$ cat src/rtl/cmt_pkg.sv
package cmt_pkg;
  localparam int unsigned DATA_W = 32;
  localparam int unsigned ADDR_W = 12;

  localparam logic [ADDR_W-1:0] OFS_CTRL = 12'h000;
  localparam logic [ADDR_W-1:0] OFS_STAT = 12'h004;
  localparam logic [ADDR_W-1:0] OFS_CNT  = 12'h008;
  localparam logic [ADDR_W-1:0] OFS_CMP  = 12'h00C;

  localparam int unsigned BIT_RUN  = 2;
  localparam int unsigned BIT_ONCE = 1;
  localparam int unsigned BIT_IEN  = 0;
  localparam int unsigned BIT_FLAG = 0;

  localparam logic [DATA_W-1:0] CMP_RST = '1;

  typedef struct packed {
    logic run;
    logic once;
    logic ien;
  } ctrl_t;
endpackage

$ cat src/rtl/cmt_counter.sv
module cmt_counter
  import cmt_pkg::*;
#(
  parameter int unsigned W = DATA_W
) (
  input  logic         clk,
  input  logic         rst_n,
  input  logic         run,
  input  logic         ld,
  input  logic [W-1:0] ld_val,
  input  logic [W-1:0] cmp,
  output logic [W-1:0] cnt,
  output logic         match
);
  logic [W-1:0] cnt_q;
  logic [W-1:0] cnt_d;
  logic         cnt_ce;

  always_comb begin
    match  = run && (cnt_q == cmp);
    cnt_ce = ld | run;
    if (ld)         cnt_d = ld_val;
    else if (match) cnt_d = '0;
    else            cnt_d = cnt_q + W'(1);
  end

  always_ff @(posedge clk or negedge rst_n) begin
    if (!rst_n)      cnt_q <= '0;
    else if (cnt_ce) cnt_q <= cnt_d;
  end

  assign cnt = cnt_q;

  assert_hold_when_off_R3: assert property (@(posedge clk) disable iff (!rst_n)
    (!run && !ld) |=> $stable(cnt));
  assert_step_R3: assert property (@(posedge clk) disable iff (!rst_n)
    (run && !ld && (cnt != cmp)) |=> (cnt == $past(cnt) + W'(1)));
  assert_wrap_R4: assert property (@(posedge clk) disable iff (!rst_n)
    (run && !ld && (cnt == cmp)) |=> (cnt == '0));
  assert_load_R8: assert property (@(posedge clk) disable iff (!rst_n)
    ld |=> (cnt == $past(ld_val)));
endmodule

$ cat src/rtl/cmt_regs.sv
module cmt_regs
  import cmt_pkg::*;
#(
  parameter int unsigned W  = DATA_W,
  parameter int unsigned AW = ADDR_W
) (
  input  logic          clk,
  input  logic          rst_n,
  input  logic          bus_sel,
  input  logic          bus_wr,
  input  logic [AW-1:0] bus_addr,
  input  logic [W-1:0]  bus_wdata,
  output logic [W-1:0]  bus_rdata,
  input  logic [W-1:0]  cnt,
  input  logic          match,
  output ctrl_t         ctrl,
  output logic          flag,
  output logic [W-1:0]  cmp,
  output logic          cnt_ld
);
  ctrl_t        ctrl_q, ctrl_d;
  logic         flag_q, flag_d;
  logic [W-1:0] cmp_q;
  logic         wr_ctrl, wr_stat, wr_cmp, wr_any;
  logic         ctrl_ce, flag_ce;

  always_comb begin
    wr_any  = bus_sel && bus_wr;
    wr_ctrl = wr_any && (bus_addr == AW'(OFS_CTRL));
    wr_stat = wr_any && (bus_addr == AW'(OFS_STAT));
    cnt_ld  = wr_any && (bus_addr == AW'(OFS_CNT));
    wr_cmp  = wr_any && (bus_addr == AW'(OFS_CMP));
  end

  always_comb begin
    ctrl_d  = ctrl_q;
    ctrl_ce = 1'b0;
    if (wr_ctrl) begin
      ctrl_d.run  = bus_wdata[BIT_RUN];
      ctrl_d.once = bus_wdata[BIT_ONCE];
      ctrl_d.ien  = bus_wdata[BIT_IEN];
      ctrl_ce     = 1'b1;
    end else if (match && ctrl_q.once) begin
      ctrl_d.run = 1'b0;
      ctrl_ce    = 1'b1;
    end
  end

  always_comb begin
    flag_d  = flag_q;
    flag_ce = 1'b0;
    if (match) begin
      flag_d  = 1'b1;
      flag_ce = 1'b1;
    end else if (wr_stat && bus_wdata[BIT_FLAG]) begin
      flag_d  = 1'b0;
      flag_ce = 1'b1;
    end
  end

  always_ff @(posedge clk or negedge rst_n) begin
    if (!rst_n) begin
      ctrl_q <= '0;
      flag_q <= 1'b0;
      cmp_q  <= CMP_RST;
    end else begin
      if (ctrl_ce) ctrl_q <= ctrl_d;
      if (flag_ce) flag_q <= flag_d;
      if (wr_cmp)  cmp_q  <= bus_wdata;
    end
  end

  always_comb begin
    bus_rdata = '0;
    unique case (bus_addr)
      AW'(OFS_CTRL): begin
        bus_rdata[BIT_RUN]  = ctrl_q.run;
        bus_rdata[BIT_ONCE] = ctrl_q.once;
        bus_rdata[BIT_IEN]  = ctrl_q.ien;
      end
      AW'(OFS_STAT): bus_rdata[BIT_FLAG] = flag_q;
      AW'(OFS_CNT):  bus_rdata = cnt;
      AW'(OFS_CMP):  bus_rdata = cmp_q;
      default:       bus_rdata = '0;
    endcase
  end

  assign ctrl = ctrl_q;
  assign flag = flag_q;
  assign cmp  = cmp_q;

  assert_once_stops_R5: assert property (@(posedge clk) disable iff (!rst_n)
    (match && ctrl.once && !wr_ctrl) |=> !ctrl.run);
  assert_flag_set_R6: assert property (@(posedge clk) disable iff (!rst_n)
    match |=> flag);
  assert_flag_clear_R6: assert property (@(posedge clk) disable iff (!rst_n)
    (wr_stat && bus_wdata[BIT_FLAG] && !match) |=> !flag);
  assert_stray_write_R9: assert property (@(posedge clk) disable iff (!rst_n)
    (wr_any && !wr_ctrl && !wr_stat && !cnt_ld && !wr_cmp && !match) |=>
      ($stable(ctrl) && $stable(cmp) && $stable(flag)));
endmodule

$ cat src/rtl/cmp_timer.sv
module cmp_timer
  import cmt_pkg::*;
#(
  parameter int unsigned W  = DATA_W,
  parameter int unsigned AW = ADDR_W
) (
  input  logic          clk,
  input  logic          rst_n,
  input  logic          bus_sel,
  input  logic          bus_wr,
  input  logic [AW-1:0] bus_addr,
  input  logic [W-1:0]  bus_wdata,
  output logic [W-1:0]  bus_rdata,
  output logic          irq
);
  ctrl_t        ctrl;
  logic         flag;
  logic [W-1:0] cmp;
  logic [W-1:0] cnt;
  logic         match;
  logic         cnt_ld;

  cmt_regs #(.W(W), .AW(AW)) u_regs (
    .clk       (clk),
    .rst_n     (rst_n),
    .bus_sel   (bus_sel),
    .bus_wr    (bus_wr),
    .bus_addr  (bus_addr),
    .bus_wdata (bus_wdata),
    .bus_rdata (bus_rdata),
    .cnt       (cnt),
    .match     (match),
    .ctrl      (ctrl),
    .flag      (flag),
    .cmp       (cmp),
    .cnt_ld    (cnt_ld)
  );

  cmt_counter #(.W(W)) u_cnt (
    .clk    (clk),
    .rst_n  (rst_n),
    .run    (ctrl.run),
    .ld     (cnt_ld),
    .ld_val (bus_wdata),
    .cmp    (cmp),
    .cnt    (cnt),
    .match  (match)
  );

  assign irq = flag & ctrl.ien;

  assert_irq_needs_enable_R7: assert property (@(posedge clk) disable iff (!rst_n)
    irq |-> ctrl.ien);
endmodule

$ cat config.mk
export PLATFORM = sky130hd
export DESIGN_NAME = cmp_timer
export DESIGN_NICKNAME = d
export VERILOG_FILES = /design/src/rtl/cmt_pkg.sv /design/src/rtl/cmt_counter.sv /design/src/rtl/cmt_regs.sv /design/src/rtl/cmp_timer.sv
export SDC_FILE = /design/constraint.sdc
export NUM_CORES = 1
export LEC_CHECK = 0
export BUFFER_PORTS_ARGS = -buffer_cell sky130_fd_sc_hd__buf_2
export CORE_MARGIN = 3
export CORE_UTILIZATION = 58
export CTS_BUF_LIST = sky130_fd_sc_hd__clkbuf_8
export DETAILED_ROUTE_END_ITERATION = 16
export PLACE_DENSITY = 0.82
export SLEW_MARGIN = 40
export SYNTH_ARGS = -nofsm -noshare
export SYNTH_HDL_FRONTEND = slang
export SYNTH_SLANG_ARGS = --single-unit
$ cat constraint.sdc
create_clock -name clk -period 2.8 [get_ports clk]
set_input_delay 0.56 -clock clk [delete_from_list [all_inputs] [get_ports clk]]
set_output_delay 0.56 -clock clk [all_outputs]
set_load 0.005 [all_outputs]
==> summary.txt, run 1 <==
Status - complete, no violations
Largest net degree at the start of global routing - 48
Layout Nets - 570
Post-Layout Cell Count - 625
Seq/Total Area, Yosys - 38.1%
Syn Nets - 505
First-pass GRT wire length - 19100 um
Postcts setup bufs - 0
Cell seen most often among critical-path stages - buf_2
Initial DRC count - 394
Root Buffer - clkbuf_8
Least-Margin Pin Slew - 749 ps
CTS Buffer Depth - 2
Share of cells above drive strength 1 - 38.2%
GRT Total Usage - 27.6%
CP cell instances - buf_2 -> nor4_1 -> nand3_2 -> nor2_2 -> buf_4 -> a22o_1 -> buf_2
Worst path arrival time - 2040 ps
Prevailing post-synth register cell - dfrtp_1
Row count - 31
Initial antenna violation count - 0
Ys async rst share - 100%
Max incr delay on CP - 340 ps
Worst skew pair latency - 350 ps
CTS tree - built
Cell area power density - 488 mW/mm2
CP max FO - 15
Die area - 0.00897 mm2
Static Leak - 2.22 nW
Via density - 6.41
Slew Limit Headroom - 50.1%
Total negative slack - 0 ps
Hold crit path type - in -> async
Tmin final - 2600 ps
Core area - 0.00745 mm2
Htree depth - 3
DR pass1 iterations - 5
Storage cell area - 0.00174 mm2
Worst setup SP type - input port
CP max-delay cell - nor4_1
Final hold violations - 0
Routed wire length - 11800 um
Yosys cell types - 64
# diodes - 0
# fillers - 611
Clock transition at path regs - 70 ps
Cts-stage hold buffer count - 0
Crit Path Category - in -> out
RSZ-0062 raised after global routing - no
Initial Utilization - 61.3%
Avg WL per Cell - 18.8 um
Port Buf Inserts - 80
P&R area growth vs syn - 12.3%
Max_cap viols - 0
Max Clock Freq - 385 MHz
Post_cts resized - 0
Vias - 4006
Mapped Avg Cell Area - 10.0 um2
Setup Skew - 12.0 ps
Sink Count - 68
Worst Setup End Kind - output port
Synth Instances - 456
Post-synth EDFFs - 0
Pins Over Slew Limit - 0
Placer Congestion - 0.904
Top-level port count - 81
Die width - 94.7 um
DRC - 0
Footprint of the multi-input gates - 0.00254 mm2
Number of cells after detailed placement - 609
Total gr overflow - 0
Period utilisation layout - 92.7%
Ys Warns - 0
CTS buffer count - 9
Post-synthesis register bit count - 68
Vias in the first global route - 3809
Worst IR Drop VDD - 0.431 mV
Synth Cell Area - 0.00457 mm2
Height of the die - 94.7 um
Final setup violation count - 0
HPWL Detailed - 8390 um
ANT nets after route - 0
CP Data Required Time - 2240 ps
-- critical path, delay by kind of cell --
family	cells	cell delay (ps)
compound gates	1	180
simple gates	3	840
buf+inv	3	460
-- placed cells by master, fill, tap and decap left out, types with 4 or more instances in the layout --
cell	Yosys	routed
dfrtp_1	36	36
clkinv_2	0	4
a21oi_1	8	8
o31ai_1	15	15
mux2_2	35	35
and3_1	11	11
nand4_1	27	27
inv_1	4	6
buf_2	12	80
o211a_1	8	8
nor3_1	9	9
buf_4	2	12
a31oi_1	4	4
dfstp_2	32	32
xor2_1	14	14
nor4_1	10	10
clkbuf_8	6	9
a22o_1	28	28
nor2_1	46	44
nand3_1	19	19
xnor2_1	30	30
nand2_1	27	27
-- sequential cells by signal, indices dropped and copies added, names as in the netlist --
signal / cells
u_regs.cmp: 32
u_regs.ctrl: 3
u_regs.flag: 1
u_cnt.cnt: 32
-- synth_stat cells, types with 3 or more instances --
library cell  instances  area (um2)
and4_1                3        26.3
nor3_1                9        45.0
inv_1                 4        15.0
dfrtp_1              36         901
buf_6                 4        45.0
xor2_1               14         123
a22o_1               28         245
nor4_1               10        62.6
o211a_1               8        80.1
nor2_1               46         173
a31oi_1               4        25.0
or3_1                 3        18.8
mux2_2               35         394
buf_2                12        60.1
a21oi_1               8        40.0
clkbuf_8              6        82.6
o311ai_1              3        26.3
dfstp_2              32         841
o31ai_1              15         113
clkbuf_1             12        45.0
a211oi_2              3        37.5
nand2_1              27         101
xnor2_1              30         263
nand4_1              27         169
nor4_4                3        63.8
nand3_1              19        95.1
and3_1               11        68.8
a31o_2                3        26.3
-- final timing paths --
path,startpoint,endpoint,slack [ps],cells after the start
max in group asynchronous,rst_n,u_regs.cmp[17],1810,2
min,rst_n,u_regs.ctrl[0],270,1
max,bus_addr[9],bus_rdata[25],200,7
min in group clk,bus_wdata[22],u_cnt.cnt[22],420,3
min reg2reg,u_regs.ctrl[0],u_regs.ctrl[0],530,1
max reg2reg,u_cnt.cnt[0],u_cnt.cnt[30],230,7
-- kinds of logic (layout without fill, tap and decap cells) --
kind of cell | after synthesis | after routing | synth area share (%)
AND/OR/NAND/NOR | 173 | 173 | 21.2
AO/OA/AOI/OAI | 87 | 87 | 15.9
flip-flops | 68 | 68 | 38.1
buffers and inverters | 45 | 115 | 6.52
XOR/XNOR | 44 | 44 | 8.44
multiplexers | 38 | 38 | 9.56
adder cells (fa/ha/maj) | 1 | 1 | 0.274
-- power breakdown --
| group | switching (W) | leakage (nW) | internal (W) | total (W) |
|---|---|---|---|---|
| registers | 0.000209 | 0.712 | 0.00108 | 0.00129 |
| clock network | 0.000383 | 0.0951 | 0.000310 | 0.000693 |
| logic | 0.000270 | 1.41 | 0.000250 | 0.000520 |
| total | 0.000862 | 2.22 | 0.00164 | 0.00250 |
-- per-stage QoR --
stage / utilization (%) / total power (W) / worst slack, ps / hold slack (ps) / area (um2)
floorplan: - / 0.00172 / 305 / 264 / 4570
global placement: 66.7 / 0.00179 / 266 / 495 / 4970
detailed placement: 66.7 / 0.00181 / 194 / 516 / 4970
CTS: 68.9 / 0.00250 / 187 / 294 / 5130
global route: 68.9 / 0.00264 / 93.2 / 320 / 5130
finish: 68.9 / 0.00250 / 204 / 272 / 5130
-- layout make-up --
class / instances / area share, %
Multi-Input combinational cell: 343 / 49.5
Sequential cell: 68 / 34.0
Timing Repair Buffer: 95 / 10.7
Clock buffer: 9 / 2.42
Tap cell: 99 / 2.42
Clock inverter: 7 / 0.707
Inverter: 4 / 0.293
-- routing by layer --
layer  vias to the layer above  global-route usage (%)  part of all wire, %
li1                       1834                       -                    -
met1                      1929                    37.1                   42
met2                       202                    44.2                   47
met3                        41                    3.82                  7.9
met4                         0                    12.6                  3.3
met5                         -                       0                    0
Note: power is estimated with default switching activity, not from simulation.
==> run 2, diff against run 1 <==
CORE_UTILIZATION = 34   (was 58)
PLACE_DENSITY = not set   (was 0.82)
==> summary.txt, run 2 (synthesized netlist as in run 1, its figures left out) <==
Period utilisation layout - 91.4% (was 92.7%)
RSZ-0062 raised after global routing - no (unchanged)
CP max FO - 20 (was 15)
Worst Setup End Kind - output port (unchanged)
Initial antenna violation count - 0 (unchanged)
Setup crit start - bus_addr[9] (unchanged)
Most frequent cells in the layout - buf_2 (80), nor2_1 (44), dfrtp_1 (36) (unchanged)
Cell area power density - 499 mW/mm2 (was 488 mW/mm2)
First-pass GRT wire length - 20300 um (was 19100 um)
Final hold violations - 0 (unchanged)
Worst path arrival time - 2000 ps (was 2040 ps)
Via density - 5.55 (was 6.41)
Core area - 0.0129 mm2 (was 0.00745 mm2)
Clock transition at path regs - 70 ps (about the same)
Pins Over Slew Limit - 0 (unchanged)
Vias in the first global route - 3758 (was 3809)
Number of cells after detailed placement - 684 (was 609)
HPWL Detailed - 9510 um (was 8390 um)
Largest net degree at the start of global routing - 48 (unchanged)
Cell seen most often among critical-path stages - buf_2 (unchanged)
CTS buffer count - 9 (unchanged)
Total negative slack - 0 ps (unchanged)
Top delay family on crit path - simple AND/OR/NAND/NOR gates (unchanged)
Status - complete, no violations (unchanged)
Port Buf Inserts - 80 (unchanged)
Reg2Reg Launch Point - u_regs.cmp[18] (was u_cnt.cnt[0])
Max incr delay on CP - 310 ps (was 340 ps)
Initial DRC count - 188 (was 394)
WP buf/inv - 3 (unchanged)
# diodes - 0 (unchanged)
Worst skew pair latency - 360 ps (was 350 ps)
Placer Congestion - 0.888 (was 0.904)
Share of cells above drive strength 1 - 38.6% (was 38.2%)
Min Hold Slack - 245 ps (was 272 ps)
Die width - 122 um (was 94.7 um)
Hold crit path type - in -> async (unchanged)
Commonest non-fill, non-tap cell in the layout - buf_2 (unchanged)
Sink Count - 68 (unchanged)
Root Buffer - clkbuf_8 (unchanged)
CP cell instances - buf_2 -> nor4_1 -> nand3_2 -> nor2_2 -> buf_12 -> a22o_1 -> buf_2 (was buf_2 -> nor4_1 -> nand3_2 -> nor2_2 -> buf_4 -> a22o_1 -> buf_2)
Cts-stage hold buffer count - 0 (unchanged)
Max Clock Freq - 391 MHz (was 385 MHz)
Htree depth - 3 (unchanged)
Row count - 41 (was 31)
Post_cts resized - 0 (unchanged)
Slew Limit Headroom - 54.6% (was 50.1%)
# fillers - 1268 (was 611)
Avg WL per Cell - 18.4 um (was 18.8 um)
Tmin final - 2560 ps (was 2600 ps)
Placed instance area - 0.00507 mm2 (was 0.00497 mm2)
Routed wire length - 12900 um (was 11800 um)
ANT nets after route - 0 (unchanged)
Tot Pwr - 0.00263 W (was 0.00250 W)
Post-Layout Cell Count - 700 (was 625)
Worst setup SP type - input port (unchanged)
Postcts setup bufs - 0 (unchanged)
Final setup violation count - 0 (unchanged)
DRC - 0 (unchanged)
Total gr overflow - 0 (unchanged)
Crit Path Category - in -> out (unchanged)
Die area - 0.0149 mm2 (was 0.00897 mm2)
Least-Margin Pin Slew - 681 ps (was 749 ps)
GRT Total Usage - 17.4% (was 27.6%)
Fin area - 0.00527 mm2 (was 0.00513 mm2)
CTS Buffer Depth - 2 (unchanged)
CP max-delay cell - nor4_1 (unchanged)
Max_cap viols - 0 (unchanged)
Layout Nets - 572 (was 570)
Setup Skew - 16.8 ps (was 12.0 ps)
Vias - 3886 (was 4006)
CP Data Required Time - 2240 ps (about the same)
Worst IR Drop VDD - 0.215 mV (was 0.431 mV)
Static Leak - 2.23 nW (was 2.22 nW)
Top-level port count - 81 (unchanged)
Initial Utilization - 35.5% (was 61.3%)
DR pass1 iterations - 6 (was 5)
CTS tree - built (unchanged)
Height of the die - 122 um (was 94.7 um)
P&R area growth vs syn - 15.4% (was 12.3%)
-- run 2: changes by cell type in the layout (fill, tap and decap cells not counted) --
cell and change:
buf_4 +2, bufinv_16 +1, clkbuf_8 +1, clkinv_2 -1, clkinv_4 -1, clkinvlp_4 +1
inv_1 -1
-- run 2: path summary, 6_finish.rpt --
path	end	slack (ps)	cells past startpoint
max	bus_rdata[26]	240	7
min	u_cnt.cnt[6]	250	1
max reg2reg	u_cnt.cnt[14]	360	6
min reg2reg	u_regs.ctrl[0]	550	1
max in group asynchronous	u_regs.cmp[27]	1840	2
min in group clk	u_cnt.cnt[22]	430	3
-- run 2: routing by layer --
metal	up-vias	wire (um)	global-route usage [%]
li1	1838	-	-
met1	1902	6040	24.1
met2	120	5890	27.3
met3	26	694	4.09
met4	0	240	4.97
met5	-	0	0
-- run 2: report_power, final --
group	internal, W	total [W]	switching, W
Combinational	0.000257	0.000547	0.000290
Clock	0.000428	0.000808	0.000380
Sequential	0.00108	0.00128	0.000196
-- run 2: metrics by stage --
stage	utilization, %	setup slack [ps]
after floorplan	-	305
after global placement	39.4	256
after detailed placement	39.4	218
after CTS	40.9	217
after global routing	40.9	132
final	40.9	240
-- run 2: cell type report --
cell class	count	area (um2)	share of cell area, %
multi-input cells	343	2540	48.2
flip-flops and latches	68	1740	33.1
clock inverters	6	56.3	1.07
clock buffers	10	138	2.61
repair buffers	97	566	10.7
inverters	4	15.0	0.285
well taps	172	215	4.08
